$ cat src/rtl/modalloc_pkg.sv
package modalloc_pkg;

   typedef enum logic [2:0] {
      ST_IDLE  = 3'd0,
      ST_START = 3'd1,
      ST_PICK  = 3'd2,
      ST_REQ   = 3'd3,
      ST_DONE  = 3'd4
   } alloc_st_e;

endpackage

$ cat src/rtl/modalloc_cand.sv
// Selects the table row of the stored phase and forms the candidate vector.
module modalloc_cand #(
   parameter int NUM_MODS   = 12,
   parameter int NUM_PHASES = 3,
   parameter int PRIO_W     = 4,
   parameter int PH_W       = 2
) (
   input  logic [PH_W-1:0]                      phase,
   input  logic [NUM_PHASES*NUM_MODS-1:0]        dflt_tbl,
   input  logic [NUM_PHASES*NUM_MODS*PRIO_W-1:0] prio_tbl,
   input  logic [NUM_MODS-1:0]                   remote,
   output logic [NUM_MODS-1:0]                   cand,
   output logic [NUM_MODS*PRIO_W-1:0]            prio_row
);

   for (genvar m = 0; m < NUM_MODS; m++) begin : g_mod
      logic              dflt_bit;
      logic [PRIO_W-1:0] prio_fld;

      always_comb begin
         dflt_bit = 1'b0;
         prio_fld = '0;
         for (int p = 0; p < NUM_PHASES; p++) begin
            if (phase == PH_W'(p)) begin
               dflt_bit = dflt_tbl[p*NUM_MODS + m];
               prio_fld = prio_tbl[(p*NUM_MODS + m)*PRIO_W +: PRIO_W];
            end
         end
      end

      assign cand[m] = dflt_bit & ~remote[m] & (prio_fld != '0);
      assign prio_row[m*PRIO_W +: PRIO_W] = prio_fld;
   end

endmodule

$ cat src/rtl/modalloc_pick.sv
// Finds the pending module with the smallest priority number; lower index wins ties.
module modalloc_pick #(
   parameter int NUM_MODS = 12,
   parameter int PRIO_W   = 4,
   parameter int MOD_W    = 4
) (
   input  logic [NUM_MODS-1:0]        pending,
   input  logic [NUM_MODS*PRIO_W-1:0] prio_row,
   output logic                       found,
   output logic [MOD_W-1:0]           idx
);

   logic [PRIO_W-1:0] best;

   always_comb begin
      found = 1'b0;
      idx   = '0;
      best  = '1;
      for (int m = 0; m < NUM_MODS; m++) begin
         if (pending[m] &&
             (!found || prio_row[m*PRIO_W +: PRIO_W] < best)) begin
            found = 1'b1;
            idx   = MOD_W'(m);
            best  = prio_row[m*PRIO_W +: PRIO_W];
         end
      end
   end

endmodule

$ cat src/rtl/modalloc_region.sv
// Lowest-index available region.
module modalloc_region #(
   parameter int NUM_REGIONS = 4,
   parameter int REG_W       = 2
) (
   input  logic [NUM_REGIONS-1:0] avail,
   output logic                   found,
   output logic [REG_W-1:0]       idx
);

   always_comb begin
      found = 1'b0;
      idx   = '0;
      for (int r = NUM_REGIONS - 1; r >= 0; r--) begin
         if (avail[r]) begin
            found = 1'b1;
            idx   = REG_W'(r);
         end
      end
   end

endmodule

$ cat src/rtl/modload_alloc.sv
module modload_alloc
   import modalloc_pkg::*;
#(
   parameter int NUM_MODS    = 12,
   parameter int NUM_PHASES  = 3,
   parameter int NUM_REGIONS = 4,
   parameter int PRIO_W      = 4,
   localparam int MOD_W      = $clog2(NUM_MODS),
   localparam int REG_W      = $clog2(NUM_REGIONS),
   localparam int PH_W       = $clog2(NUM_PHASES)
) (
   input  logic                                  clk,
   input  logic                                  rst_n,
   input  logic [PH_W-1:0]                       phase_i,
   input  logic                                  phase_chg_i,
   input  logic                                  fail_i,
   input  logic [REG_W-1:0]                      fail_region_i,
   input  logic [NUM_PHASES*NUM_MODS-1:0]        dflt_tbl_i,
   input  logic [NUM_PHASES*NUM_MODS*PRIO_W-1:0] prio_tbl_i,
   input  logic [NUM_MODS-1:0]                   remote_run_i,
   output logic                                  req_valid_o,
   output logic [MOD_W-1:0]                      req_mod_o,
   output logic [REG_W-1:0]                      req_region_o,
   input  logic                                  ld_done_i,
   input  logic                                  ld_ok_i,
   output logic [NUM_MODS-1:0]                   load_list_o,
   output logic [NUM_MODS-1:0]                   loaded_o,
   output logic                                  announce_o,
   output logic                                  busy_o,
   output logic [NUM_REGIONS-1:0]                region_ok_o
);

   // ---------------- elaboration checks ----------------
   if (NUM_MODS < 2) begin : g_chk_mods
      $error("modload_alloc: NUM_MODS must be at least 2");
   end
   if (NUM_REGIONS < 2) begin : g_chk_regs
      $error("modload_alloc: NUM_REGIONS must be at least 2");
   end
   if (NUM_PHASES < 2) begin : g_chk_ph
      $error("modload_alloc: NUM_PHASES must be at least 2");
   end
   if (PRIO_W < 1) begin : g_chk_pw
      $error("modload_alloc: PRIO_W must be at least 1");
   end

   // ---------------- state ----------------
   alloc_st_e               state_q;
   logic [PH_W-1:0]         phase_q;
   logic                    restart_q;
   logic [NUM_MODS-1:0]     pending_q;
   logic [NUM_MODS-1:0]     acc_q;
   logic [NUM_REGIONS-1:0]  used_q;
   logic [NUM_MODS-1:0]     load_list_q;
   logic [NUM_MODS-1:0]     loaded_q;
   logic                    announce_q;
   logic [NUM_REGIONS-1:0]  region_ok_q;
   logic [MOD_W-1:0]        req_mod_q;
   logic [REG_W-1:0]        req_reg_q;

   logic                    trig;
   logic                    load_bad;
   logic [NUM_REGIONS-1:0]  region_ok_n;
   logic [NUM_MODS-1:0]     cand;
   logic [NUM_MODS*PRIO_W-1:0] prio_row;
   logic                    mod_found;
   logic [MOD_W-1:0]        mod_idx;
   logic                    reg_found;
   logic [REG_W-1:0]        reg_idx;

   assign trig     = phase_chg_i | fail_i;
   assign load_bad = (state_q == ST_REQ) && ld_done_i && !ld_ok_i;

   always_comb begin
      region_ok_n = region_ok_q;
      if (load_bad) region_ok_n[req_reg_q] = 1'b0;
      if (fail_i && (int'(fail_region_i) < NUM_REGIONS))
         region_ok_n[fail_region_i] = 1'b0;
   end

   // ---------------- datapath ----------------
   modalloc_cand #(
      .NUM_MODS  (NUM_MODS),
      .NUM_PHASES(NUM_PHASES),
      .PRIO_W    (PRIO_W),
      .PH_W      (PH_W)
   ) i_cand (
      .phase   (phase_q),
      .dflt_tbl(dflt_tbl_i),
      .prio_tbl(prio_tbl_i),
      .remote  (remote_run_i),
      .cand    (cand),
      .prio_row(prio_row)
   );

   modalloc_pick #(
      .NUM_MODS(NUM_MODS),
      .PRIO_W  (PRIO_W),
      .MOD_W   (MOD_W)
   ) i_pick (
      .pending (pending_q),
      .prio_row(prio_row),
      .found   (mod_found),
      .idx     (mod_idx)
   );

   modalloc_region #(
      .NUM_REGIONS(NUM_REGIONS),
      .REG_W      (REG_W)
   ) i_region (
      .avail(region_ok_n & ~used_q),
      .found(reg_found),
      .idx  (reg_idx)
   );

   // ---------------- control ----------------
   always_ff @(posedge clk) begin
      if (!rst_n) begin
         state_q     <= ST_IDLE;
         phase_q     <= '0;
         restart_q   <= 1'b0;
         pending_q   <= '0;
         acc_q       <= '0;
         used_q      <= '0;
         load_list_q <= '0;
         loaded_q    <= '0;
         announce_q  <= 1'b0;
         region_ok_q <= '1;
         req_mod_q   <= '0;
         req_reg_q   <= '0;
      end else begin
         region_ok_q <= region_ok_n;
         announce_q  <= 1'b0;
         if (phase_chg_i) phase_q <= phase_i;
         if (trig && state_q != ST_IDLE) restart_q <= 1'b1;

         case (state_q)
            ST_IDLE: begin
               if (trig) state_q <= ST_START;
            end
            ST_START: begin
               pending_q   <= cand;
               load_list_q <= cand;
               acc_q       <= '0;
               used_q      <= '0;
               restart_q   <= trig;
               state_q     <= ST_PICK;
            end
            ST_PICK: begin
               if (mod_found && reg_found) begin
                  req_mod_q <= mod_idx;
                  req_reg_q <= reg_idx;
                  state_q   <= ST_REQ;
               end else begin
                  state_q   <= ST_DONE;
               end
            end
            ST_REQ: begin
               if (ld_done_i) begin
                  if (ld_ok_i) begin
                     acc_q     <= acc_q | (NUM_MODS'(1) << req_mod_q);
                     used_q    <= used_q | (NUM_REGIONS'(1) << req_reg_q);
                     pending_q <= pending_q & ~(NUM_MODS'(1) << req_mod_q);
                  end
                  state_q <= ST_PICK;
               end
            end
            ST_DONE: begin
               if (restart_q || trig) begin
                  state_q <= ST_START;
               end else begin
                  loaded_q   <= acc_q;
                  announce_q <= 1'b1;
                  state_q    <= ST_IDLE;
               end
            end
            default: state_q <= ST_IDLE;
         endcase
      end
   end

   assign req_valid_o  = (state_q == ST_REQ);
   assign req_mod_o    = req_mod_q;
   assign req_region_o = req_reg_q;
   assign load_list_o  = load_list_q;
   assign loaded_o     = loaded_q;
   assign announce_o   = announce_q;
   assign busy_o       = (state_q != ST_IDLE);
   assign region_ok_o  = region_ok_q;

   // ---------------- assertions ----------------
   // a fresh request never targets an unhealthy or already filled region
   a_r4_req_region_usable: assert property (@(posedge clk) disable iff (!rst_n)
      $rose(req_valid_o) |-> (region_ok_o[req_region_o] && !used_q[req_region_o]));

   // the requested module belongs to the candidate list of the pass
   a_r3_req_in_list: assert property (@(posedge clk) disable iff (!rst_n)
      req_valid_o |-> load_list_o[req_mod_o]);

   // request held with stable fields until done
   a_r6_req_hold: assert property (@(posedge clk) disable iff (!rst_n)
      (req_valid_o && !ld_done_i) |=>
         (req_valid_o && $stable(req_mod_o) && $stable(req_region_o)));

   // failed load retires its region
   a_r7_bad_load_retires: assert property (@(posedge clk) disable iff (!rst_n)
      (req_valid_o && ld_done_i && !ld_ok_i) |=> !region_ok_o[$past(req_region_o)]);

   // failure report retires the region and leaves the block busy
   a_r8_report_retires: assert property (@(posedge clk) disable iff (!rst_n)
      fail_i |=> (!region_ok_o[$past(fail_region_i)] && busy_o));

   // announced set is a subset of the list and fits the regions
   a_r5_announce_fits: assert property (@(posedge clk) disable iff (!rst_n)
      announce_o |-> (((loaded_o & ~load_list_o) == '0) &&
                      ($countones(loaded_o) <= NUM_REGIONS)));

   // announce is a single-cycle pulse, only at the end of a pass
   a_r10_announce_pulse: assert property (@(posedge clk) disable iff (!rst_n)
      announce_o |=> !announce_o);

   a_r10_idle_quiet: assert property (@(posedge clk) disable iff (!rst_n)
      !busy_o |-> !req_valid_o);

endmodule

$ cat config.mk
export PLATFORM = sky130hd
export DESIGN_NAME = modload_alloc
export DESIGN_NICKNAME = d
export VERILOG_FILES = /design/src/rtl/modalloc_pkg.sv /design/src/rtl/modalloc_cand.sv /design/src/rtl/modalloc_pick.sv /design/src/rtl/modalloc_region.sv /design/src/rtl/modload_alloc.sv
export SDC_FILE = /design/constraint.sdc
export NUM_CORES = 1
export LEC_CHECK = 0
export ABC_AREA = 1
export BUFFER_PORTS_ARGS = -buffer_cell sky130_fd_sc_hd__buf_2
export CAP_MARGIN = 20
export CORE_ASPECT_RATIO = 0.9
export CORE_MARGIN = 2
export CORE_UTILIZATION = 52
export DETAILED_ROUTE_END_ITERATION = 7
export GPL_ROUTABILITY_DRIVEN = 0
export GPL_TIMING_DRIVEN = 0
export PLACE_DENSITY_LB_ADDON = 0.3
export RECOVER_POWER = 25
export SETUP_SLACK_MARGIN = 0.3
export SYNTH_ARGS = -nofsm -noshare
export SYNTH_HDL_FRONTEND = slang
export SYNTH_SLANG_ARGS = --single-unit
$ cat constraint.sdc
create_clock -name clk -period 21.3 [get_ports clk]
set_clock_uncertainty 0.1 [all_clocks]
set_input_delay 2.13 -clock clk [delete_from_list [all_inputs] [get_ports clk]]
set_output_delay 2.13 -clock clk [all_outputs]
set_load 0.02 [all_outputs]
**Word level (Yosys, flattened, before mapping)**

Cells that the tools add are included.

- Equality and inequality tests: 9
- Mux-type cells: 137
- Order comparisons: 15
- Bitwise gates (word level): 48
- Reductions and logical operators: 63
- Shift operators: 2

Operators with widths:

| kind | number |
|---|---|
| two-way mux 4 bit | 55 |
| two-way mux 1 bit | 59 |
| two-way mux 12 bit | 4 |
| case mux 12 bit (2 select lines) | 2 |
| nonzero test 4 bit | 12 |
| less-than comparator 4 bit | 11 |
| AND 1 bit | 24 |
| two-way mux 3 bit | 7 |
| logical AND 1 bit | 17 |
| case mux 3 bit (5 select lines) | 1 |
| inverter 1 bit | 13 |
| AND 12 bit | 1 |
| AND 4 bit | 3 |
| zero test 1 bit | 12 |
| logical OR 1 bit | 12 |
| two-way mux 2 bit | 6 |
| inverter 12 bit | 1 |
| inverter 4 bit | 3 |
| bitwise OR 12 bit | 1 |
| left shift 1 x 4 -> 12 bit, first input constant | 1 |
| case mux 4 bit (2 select lines) | 1 |
| AND reduction 2 bit | 4 |
| equality test 3 x 2 -> 1 bit, second input constant | 2 |
| less-than comparator 2 x 3 -> 1 bit, second input constant | 2 |
| 16 further kinds | 20 |

- Register bits: 69
- Bits of input ports: 202
- Logic and storage cells: 286

**Logic depth before layout (Yosys ltp)**

Gate-level depths: netlist (run 1).

- Word-level depth: 52
- Mapped depth: 106

**Cells and area by module**

A second synthesis (run 1) with hierarchy kept.

- Cells, all modules: 1,113
- Area total of the unflattened synthesis: 6,388.6 um2

Modules (own cells, without submodules):

| module | instances | seq. area each (um2) | area each (um2) | cells each |
|---|---|---|---|---|
| modload_alloc | 1 | 1,381.3 | 2,725.1 | 365 |
| modalloc_pick | 1 | 0.0 | 1,998.2 | 405 |
| modalloc_cand | 1 | 0.0 | 1,629.1 | 335 |
| modalloc_region | 1 | 0.0 | 36.3 | 8 |

**Least setup slack after synthesis (run 1)**

Ideal clock, no wire load.

- Path type: in2reg
- Start point: in prio_tbl_i[3]
- End point: reg req_mod_q[3], in the netlist req_mod_o[3]
- Slack: 9.833 ns
- Stages: 74
- Required time: 21.091 ns
- Arrival time: 11.258 ns
- Setup time: 0.109 ns
- Path buffers: 0
- Cells stage by stage: nand2_1 -> nand3_1 -> nor2_1 -> ha_1 -> a21oi_1 -> nand2_1 -> nand2_2 -> nand2_4 -> o21ai_0 -> ha_1 -> a21oi_1 -> nand2_1 -> nand2_2 -> nand2_4 -> o21ai_0 -> ha_1 -> a21oi_1 -> nand2_1 -> [... 38 more ...] -> o21ai_0 -> ha_1 -> a21oi_1 -> nand2_1 -> nand2_2 -> nand2_4 -> nand2_1 -> o21ai_1 -> ha_1 -> nand2_1 -> inv_1 -> nand2_1 -> nand2_1 -> nand2_1 -> nand2_2 -> nand3_1 -> nand2_1 -> inv_1

- Cells in the longest elaborated chain, start to end: 50
- Elaborated cells between the ends (all ways): 74

RTL lines:

| what | line | text |
|---|---|---|
| start, declared | modload_alloc.sv:19 | `input logic [NUM_PHASES*NUM_MODS*PRIO_W-1:0] prio_tbl_i,` |
| two-way mux 4 bit * (3 in a row) | modalloc_cand.sv:24 | `if (phase == PH_W'(p)) begin` |
| two-way mux 4 bit * | modalloc_pick.sv:20 | `if (pending[m] &&` |
| less-than comparator 4 bit | modalloc_pick.sv:21 | `(!found \|\| prio_row[m*PRIO_W +: PRIO_W] < best)) begin` |
| logical OR 1 bit | modalloc_pick.sv:21 |  |
| logical AND 1 bit | modalloc_pick.sv:20 |  |
| two-way mux 4 bit or two-way mux 1 bit (tied branches) | modalloc_pick.sv:20 |  |
| less-than comparator 4 bit or zero test 1 bit (tied branches) | modalloc_pick.sv:21 |  |
| logical OR 1 bit | modalloc_pick.sv:21 |  |
| [... 32 more ...] | - |  |
| logical AND 1 bit | modalloc_pick.sv:20 |  |
| two-way mux 4 bit or two-way mux 1 bit (tied branches) | modalloc_pick.sv:20 |  |
| less-than comparator 4 bit or zero test 1 bit (tied branches) | modalloc_pick.sv:21 |  |
| logical OR 1 bit | modalloc_pick.sv:21 |  |
| logical AND 1 bit | modalloc_pick.sv:20 |  |
| two-way mux 1 bit | modalloc_pick.sv:20 |  |
| logical AND 1 bit | modload_alloc.sv:150 | `if (mod_found && reg_found) begin` |
| AND reduction 2 bit (no line) | - |  |
| end signal, assigned | modload_alloc.sv:151 | `req_mod_q <= mod_idx;` |
| end, declared | modload_alloc.sv:58 | `logic [MOD_W-1:0] req_mod_q;` |

Mark *: on every way between the ends. The rest lies on a longest branch, timed or not.
A chain may end at the register's enable or synchronous reset.

**Worst setup path after layout (run 1)**

- Start point: in prio_tbl_i[6]
- End point: reg req_mod_q[2], in the netlist req_mod_o[2]

- Cells in the longest elaborated chain, start to end: 49
- Elaborated cells between the ends (all ways): 77

RTL lines:

| what | line |
|---|---|
| two-way mux 4 bit * (3 in a row) | modalloc_cand.sv:24 |
| less-than comparator 4 bit | modalloc_pick.sv:21 |
| logical OR 1 bit | modalloc_pick.sv:21 |
| logical AND 1 bit | modalloc_pick.sv:20 |
| two-way mux 4 bit or two-way mux 1 bit (tied branches) | modalloc_pick.sv:20 |
| less-than comparator 4 bit or zero test 1 bit (tied branches) | modalloc_pick.sv:21 |
| logical OR 1 bit | modalloc_pick.sv:21 |
| logical AND 1 bit | modalloc_pick.sv:20 |
| [... 31 more ...] | - |
| logical AND 1 bit | modalloc_pick.sv:20 |
| two-way mux 4 bit or two-way mux 1 bit (tied branches) | modalloc_pick.sv:20 |
| less-than comparator 4 bit or zero test 1 bit (tied branches) | modalloc_pick.sv:21 |
| logical OR 1 bit | modalloc_pick.sv:21 |
| logical AND 1 bit | modalloc_pick.sv:20 |
| two-way mux 1 bit | modalloc_pick.sv:20 |
| logical AND 1 bit | modload_alloc.sv:150 |
| AND reduction 2 bit (no line) | - |

Marks and branches as above.

==> run_results.csv, run 1 <==
group,metric,value,unit
outcome,status,"completed",
power,p_total,496,uW
cts,cts_resized,0,
die,core,0.0102,sq mm
route,routed_wl,19.1,mm
finish,num_antenna_cells,0,
min_path,hold_path_class,"reg -> reg",
cts,cts_tree,"yes",
route,drt-wirelength-per-cell,14.8,microns
worst_setup_path,cpPeakStageDelay,310,ps
global_routing,grt_util_met2,62.2,%
logic_synthesis,synth_area,0.00544,sq mm
sta,finalSetupTns,0,ps
global_routing,grt_max_degree,13,
finish,drive_gt1_share,24.2,%
die,die_x,112,microns
sta,rsz0062_at_grt,"no",
finish,layout_commonest_cell,"nand2_1",
finish,final_nets,1390,
sta,final-max-slew-violation-count,0,
global_routing,busiest_layer,"met2",
finish,nFillCells,979,
job,drv_cap,0,
logic_synthesis,synth_area_leaders,"dfxtp_1 25%, nand2_1 21%, nand3_1 11%",
cts,clock_path_buffers,2,
route,first_pass_iters,5,
sta,hold_viol_final,0,
die,dieArea,0.0113,sq mm
cts,cts.htree.levels,3,
cts,cts_root_buffer,"clkbuf_16",
worst_setup_path,crit_required,21450,ps
cts,worstSkewPairLatency,330,ps
global_routing,grtUsageTotal,33.6,%
sta,setup_viol,0,
worst_setup_path,critPathSlowestCell,"ha_1",
sta,tightest_slew,1030,ps
logic_synthesis,netlist.area_leader.share,25.4,%
global_routing,grt_pass1_vias,6686,
power,peakVddDrop,65.2,uV
cts,numCtsBuffers,9,
power,powerDensity,69.8,mW/mm^2
finish,area_delta_synth_final,30.5,%
die,ios,239,
cts,hold_buffers,0,
worst_setup_path,critPathCaptureType,"flip-flop",
global_routing,antenna_found_initial,0,
logic_synthesis,synth.distinct_cells,36,
cts,clkSlewWorstSetupHoldPaths,60,ps
route,ant_nets,0,
logic_synthesis,synthesis.nets,1142,
worst_setup_path,cp_max_fo,10,
global_routing,grtUsageMet3,7.94,%
finish,layout_common_cells,"311 x nand2_1, 223 x buf_2, 116 x nand3_1",
sta,max-slew-margin-rel,31.0,%
global_routing,grt_overflow,0,
placement,io_buffers,237,
cts,cts.sinks,69,
route,num_vias,6948,
route,drc,0,
cts,post_cts_buffers,0,
logic_synthesis,yosys_most_used_dff,"dfxtp_1",
global_routing,grtUsageMet1,39.4,%
placement,dp_hpwl,15.5,mm
sta,min_period_over_period,60.0,%
die,start_util,53.3,%
logic_synthesis,synth_cells,907,
logic_synthesis,synth_edf_count,0,
worst_setup_path,cpMostUsedCell,"nand2_1",
power,power_leakage,3.76,nW
logic_synthesis,yosysTopAreaCell,"dfxtp_1",
route,viasPerCell,5.39,
worst_setup_path,critPathLaunchType,"primary input",
global_routing,grt_pass1_wl,30.6,mm
route,drt-initial-drc-count,374,
logic_synthesis,synth_warnings,0,
worst_setup_path,worstPathArrival,12940,ps
logic_synthesis,ys_ff_latch,69,
die,die_h,101,microns
logic_synthesis,async_reset_ff_share,0,%
sta,min_period,12790,ps
logic_synthesis,syn_avg_cell_area,5.99,sq um
sta,fmax,78.2,MHz
logic_synthesis,ys_seq_area_share,25.4,%
worst_setup_path,worstSetupPathType,"in -> reg",
die,rows,35,
cell type report:
class	instances	area, sq um	share of cell area (%)
timing repair buffer	237	1160	16.4
clock buffer	11	253	3.56
clock inverter	5	82.6	1.16
multi-input combinational	722	3610	50.9
buffer	32	125	1.76
tap	129	161	2.27
inverter	84	315	4.44
sequential	69	1380	19.5
registers in the layout, indices dropped and copies added, names as in the netlist:
register	count
load_list_o	12
phase_q	2
acc_q	12
state_q	3
req_region_o	2
loaded_o	12
used_q	4
region_ok_o	4
announce_o	1
restart_q	1
req_mod_o	4
pending_q	12
path summary, 6_finish.rpt:
kind / cells past startpoint / startpoint / end / slack (ps)
worst max register to register: 83 / phase_q[0] / req_mod_o[2] / 8640
worst min register to register: 2 / used_q[2] / used_q[2] / 350
worst max-delay path: 81 / prio_tbl_i[6] / req_mod_o[2] / 8510
worst min-delay path: 2 / used_q[2] / used_q[2] / 350
stage by stage:
step,instance area [sq um],utilization [%],instances,hold WS (ps),worst slack [ps]
CTS,7120,69.8,1289,349,8580
global placement,6780,66.5,1273,339,8450
global route,7100,69.6,1289,373,7460
finish,7100,69.6,1289,351,8510
detailed placement,6780,66.5,1273,340,8280
floorplan,5440,-,907,330,9830
critical path, delay by kind of cell:
| family | cells | cell delay [ps] |
|---|---|---|
| fa+ha+maj | 11 | 3260 |
| compound gates | 18 | 3690 |
| simple gates | 48 | 3610 |
| buf+inv | 4 | 210 |
cell families (layout without fill, tap and decap cells):
group           after synthesis  in the layout  share of synthesized area, %
buf+inv                     116            369                          8.10
flops                        69             69                          25.4
simple gates                548            548                          44.0
fa+ha+maj                    33             33                          7.60
compound gates              141            141                          14.9
synth_stat cells, types with 2 or more instances:
cell type / n
o311ai_0: 10
nor3_1: 19
dfxtp_1: 69
o22ai_1: 10
buf_2: 4
buf_1: 6
ha_1: 33
o21ai_1: 3
inv_2: 3
nor2_2: 2
nand3_1: 116
nand2_4: 9
o21ai_0: 47
a21boi_0: 4
a21oi_1: 55
clkbuf_1: 22
nor2_1: 57
nand4_1: 6
or4_1: 2
clkinv_1: 3
nand2_2: 21
nand2_1: 311
o21ba_2: 5
inv_1: 78
power breakdown:
part           total (mW)  internal (mW)  switching [mW]
Sequential          0.144          0.137         0.00681
Clock               0.165          0.109          0.0559
Combinational       0.187         0.0669           0.120
Total               0.496          0.313           0.183
layer usage:
| metal | up-vias | share of wire (%) |
|---|---|---|
| li1 | 3501 | - |
| met1 | 3094 | 41 |
| met2 | 307 | 48 |
| met3 | 46 | 8.4 |
| met4 | 0 | 2.4 |
| met5 | - | 0 |
No activity file was read; power rests on OpenSTA's default activity.
==> inputs of run 2 (changes only) <==
- CORE_UTILIZATION: 52 -> 44
- clock period: 21.3 -> 10.3 ns (I/O delays scaled with it)
==> run_results.csv, run 2 (synthesized netlist as in run 1, its figures left out) <==
group,metric,value,unit
outcome,status,"finished with violations",
outcome,failed_checks,"negative setup slack",
cts,cts.htree.levels,3,
global_routing,grt_max_degree,13,
die,rows,38,
cts,numCtsBuffers,9,
power,powerDensity,137,mW/mm^2
finish,finalNonFillerCells,1359,
die,die_h,109,microns
placement,placed_area,0.00683,sq mm
sta,setup_viol,4,
finish,multi_input_area,0.00445,sq mm
sta,rsz0062_at_grt,"yes",
route,drc,0,
finish,layout_commonest_cell,"nand2_1",
sta,hold_viol_final,0,
finish,num_antenna_cells,0,
cts,clock_path_buffers,2,
placement,dpl.cell_count,1304,
route,num_vias,7297,
finish,nFillCells,1026,
placement,dp_slack,-1390,ps
worst_setup_path,cp_max_fo,7,
global_routing,grt_pass1_vias,6781,
route,routed_wl,21.7,mm
route,ant_nets,0,
cts,cts_root_buffer,"clkbuf_16",
worst_setup_path,cpMostUsedCell,"nand2_1",
worst_setup_path,critPathCaptureType,"flip-flop",
cts,hold_buffers,0,
cts,cts.sinks,69,
die,dieArea,0.0133,sq mm
power,p_total,1.15,mW
route,drt-wirelength-per-cell,15.9,microns
finish,drive_gt1_share,36.8,%
sta,min_period,10980,ps
global_routing,grtUsageTotal,29.9,%
worst_setup_path,cpPeakStageDelay,410,ps
worst_setup_path,critPathLaunchType,"flip-flop",
route,viasPerCell,5.37,
worst_setup_path,worstSetupPathType,"reg -> reg",
job,drv_cap,0,
power,power_leakage,4.14,nW
die,start_util,45.0,%
worst_setup_path,critPathSlowestCell,"dfxtp_4",
route,first_pass_iters,5,
power,peakVddDrop,96.8,uV
min_path,hold_path_class,"reg -> reg",
finish,area_delta_synth_final,54.0,%
cts,worstSkewPairLatency,340,ps
cts,cts_tree,"yes",
sta,tightest_slew,1000,ps
die,core,0.0121,sq mm
placement,io_buffers,237,
sta,setup_ws,-683,ps
finish,seq_area,0.00139,sq mm
finish,layout_common_cells,"267 x nand2_1, 218 x buf_2, 110 x nand3_1",
placement,dp_hpwl,15.6,mm
global_routing,antenna_found_initial,0,
worst_setup_path,rrSetupSlack,-680,ps
sta,final-max-slew-violation-count,0,
sta,max-slew-margin-rel,32.8,%
worst_setup_path,worstPathArrival,11120,ps
global_routing,grt_overflow,0,
sta,fmax,91.1,MHz
global_routing,grt_pass1_wl,31.3,mm
finish,fin_area,0.00837,sq mm
finish,final_nets,1429,
worst_setup_path,crit_required,10430,ps
sta,finalSetupTns,-2450,ps
die,ios,239,
cts,clkSlewWorstSetupHoldPaths,60,ps
route,drt-initial-drc-count,375,
die,die_x,121,microns
sta,min_period_over_period,107,%
run 2: per-stage QoR:
stage	hold WS [ps]	utilization [%]
after CTS	353	63.6
after detailed placement	344	56.5
after global routing	375	69.3
after global placement	340	56.5
final	351	69.3
after floorplan	330	-
run 2: power breakdown:
group	switching (mW)	leakage (nW)	internal, mW
clock network	0.117	0.145	0.211
registers	0.0155	0.560	0.283
logic	0.313	3.44	0.205
total	0.446	4.14	0.699
run 2: final timing paths:
kind | start | end | cells past startpoint
min | acc_q[2] | acc_q[2] | 2
max reg2reg | phase_q[0] | req_mod_o[3] | 104
min reg2reg | acc_q[2] | acc_q[2] | 2
max | phase_q[0] | req_mod_o[3] | 104
run 2: cell type report:
cell class / count / share of cell area, %
clock inverters: 6 / 1.05
multi-input cells: 723 / 53.1
well taps: 160 / 2.39
clock buffers: 10 / 2.74
plain buffers: 32 / 2.26
flip-flops and latches: 69 / 16.6
repair buffers: 275 / 17.8
inverters: 84 / 4.04
run 2: routing by layer:
layer / part of all wire [%] / GRT usage, % / vias to the layer above
li1: - / - / 3581
met1: 38 / 34.6 / 3312
met2: 49 / 54.3 / 335
met3: 9.5 / 7.99 / 69
met4: 2.7 / 8.46 / 0
met5: 0 / 0 / -
run 2: repair_timing:
item	CTS	global route
gates resized for setup	98	109
cloned	1	0
setup buffers	22	16
pin swaps	30	42
endpoints found under the setup margin	4	4
run 2: worst max-delay path, delay by kind of cell, from the launching register on:
kind	cells	cell delay, ps
adders and majority gates	11	2860
DFF	1	410
and+or+nand+nor	74	5770
AOI/OAI and AO/OA	10	1070
buffers and inverters	9	600
==> inputs of run 3 (changes only) <==
- BUFFER_PORTS_ARGS: -buffer_cell sky130_fd_sc_hd__buf_2 -> default
- CORE_UTILIZATION: 44 -> 46
- DONT_BUFFER_PORTS: default -> 1
==> run_results.csv, run 3 (synthesized netlist as in run 1, its figures left out) <==
group,metric,value,unit
worst_setup_path,cpMostUsedCell,"nand2_1",
global_routing,antenna_found_initial,0,
worst_setup_path,worst-r2r-cell-count,102,
sta,min_period_over_period,102,%
cts,clkSlewWorstSetupHoldPaths,60,ps
sta,setup_ws,-156,ps
worst_setup_path,crit_required,10440,ps
finish,multi_input_area,0.00403,sq mm
sta,fmax,95.6,MHz
power,powerDensity,157,mW/mm^2
job,drv_cap,0,
sta,setup_viol,4,
finish,nFillCells,1146,
finish,layout_common_cells,"293 x nand2_1, 113 x nand3_1, 78 x inv_1",
sta,final-max-slew-violation-count,0,
outcome,status,"finished with violations",
die,start_util,47.4,%
cts,cts.sinks,69,
global_routing,grtUsageTotal,29.3,%
sta,tightest_slew,1010,ps
cts,worstSkewPairLatency,340,ps
finish,seq_area,0.00139,sq mm
global_routing,grt_max_degree,13,
die,dieArea,0.0127,sq mm
power,power_leakage,3.12,nW
finish,final_nets,1182,
worst_setup_path,r2r-start,"phase_q[0]",
placement,dp_hpwl,15.1,mm
route,num_vias,6091,
route,drt-initial-drc-count,328,
worst_setup_path,cp_max_fo,8,
route,ant_nets,0,
sta,min_period,10460,ps
worst_setup_path,critPathCaptureType,"flip-flop",
finish,drive_gt1_share,18.1,%
die,die_x,119,microns
worst_setup_path,rrSetupSlack,-160,ps
cts,cts_tree,"yes",
die,ios,239,
min_path,min_to,"acc_q[0]",
sta,hold_viol_final,0,
cts,cts.htree.levels,3,
global_routing,grt_pass1_vias,5799,
finish,layout_commonest_cell,"nand2_1",
min_path,hold_path_class,"reg -> reg",
min_path,hold_depth,2,
global_routing,grt_pass1_wl,29.3,mm
outcome,failed_checks,"negative setup slack",
die,rows,37,
worst_setup_path,worstSetupPathType,"reg -> reg",
cts,numCtsBuffers,9,
worst_setup_path,worstPathArrival,10590,ps
worst_setup_path,critPathLaunchType,"flip-flop",
finish,fin_util,58.4,%
cts,clock_path_buffers,2,
sta,max-slew-margin-rel,32.0,%
placement,io_buffers,0,
finish,num_antenna_cells,0,
route,first_pass_iters,5,
route,drt-wirelength-per-cell,17.2,microns
placement,dp_slack,-1430,ps
finish,area_delta_synth_final,23.3,%
power,peakVddDrop,88.3,uV
min_path,hp-start,"acc_q[0]",
global_routing,grt_overflow,0,
route,drc,0,
route,routed_wl,19.0,mm
worst_setup_path,rr_endpoint,"req_mod_o[3]",
die,core,0.0115,sq mm
route,viasPerCell,5.50,
die,die_h,107,microns
cts,cts_root_buffer,"clkbuf_16",
worst_setup_path,cpPeakStageDelay,410,ps
worst_setup_path,critPathSlowestCell,"dfxtp_4",
sta,rsz0062_at_grt,"yes",
==> run 3: changes by cell type in the layout (fill, tap and decap cells not counted), sizes merged <==
cell | previous run | this run
clkinvlp | 3 | 1
clkbuf | 48 | 33
inv | 81 | 82
nand2 | 342 | 341
buf | 269 | 39
==> run 3: worst max-delay path: cells and delay by family (launching register included) <==
kind,cells,cell delay (ps)
and+or+nand+nor,74,5260
DFF,1,410
adders and majority gates,11,2960
AOI/OAI and AO/OA,10,1150
buffers and inverters,7,480
==> run 3: metrics by stage <==
| step | power, mW | setup TNS (ps) | instances | cell area, sq um | hold WS, ps |
|---|---|---|---|---|---|
| after global placement | 0.637 | -4970 | 1063 | 5630 | 340 |
| after floorplan | 0.562 | 0 | 907 | 5440 | 330 |
| final | 1.06 | -435 | 1108 | 6700 | 350 |
| after global routing | 1.13 | -4240 | 1108 | 6700 | 382 |
| after CTS | 1.02 | 0 | 1103 | 6500 | 350 |
| after detailed placement | 0.644 | -5560 | 1063 | 5630 | 341 |
==> run 3: repair_timing <==
action | CTS | global route
resized for setup | 92 | 32
hold buffers | 0 | 0
setup buffers | 24 | 5
setup endpoints to repair | 4 | 4
pin swaps | 10 | 3
==> run 3: metal layers <==
layer	routed length, microns	up-vias	track usage [%]
met5	0	-	0
met4	337	0	6.29
met3	1440	28	8.14
met2	9050	232	51.4
met1	8190	2743	35.7
li1	-	3088	-
==> run 3: worst max-delay path by stage <==
stage                             start            to  slack [ps]  cells after the start
after floorplan           prio_tbl_i[3]  req_mod_o[3]         320                     77
after global placement       phase_q[0]  req_mod_o[2]       -1280                     77
after detailed placement     phase_q[0]  req_mod_o[2]       -1430                     77
after CTS                    phase_q[0]  req_mod_o[3]           4                    102
after global routing         phase_q[1]  req_mod_o[3]       -1140                    107
final                        phase_q[0]  req_mod_o[3]        -160                    102
==> run 3: cell type report <==
class | count | area share (%)
Sequential cell | 69 | 20.7
Inverter | 84 | 5.15
Timing Repair Buffer | 29 | 3.25
Clock inverter | 5 | 1.21
Clock buffer | 11 | 3.77
Multi-Input combinational cell | 722 | 60.1
Tap cell | 156 | 2.91
Buffer | 32 | 2.89
==> run 3: power breakdown <==
part | switching, mW | leakage (nW) | internal (mW)
Combinational | 0.258 | 2.39 | 0.148
Sequential | 0.0239 | 0.560 | 0.283
Clock | 0.117 | 0.162 | 0.225
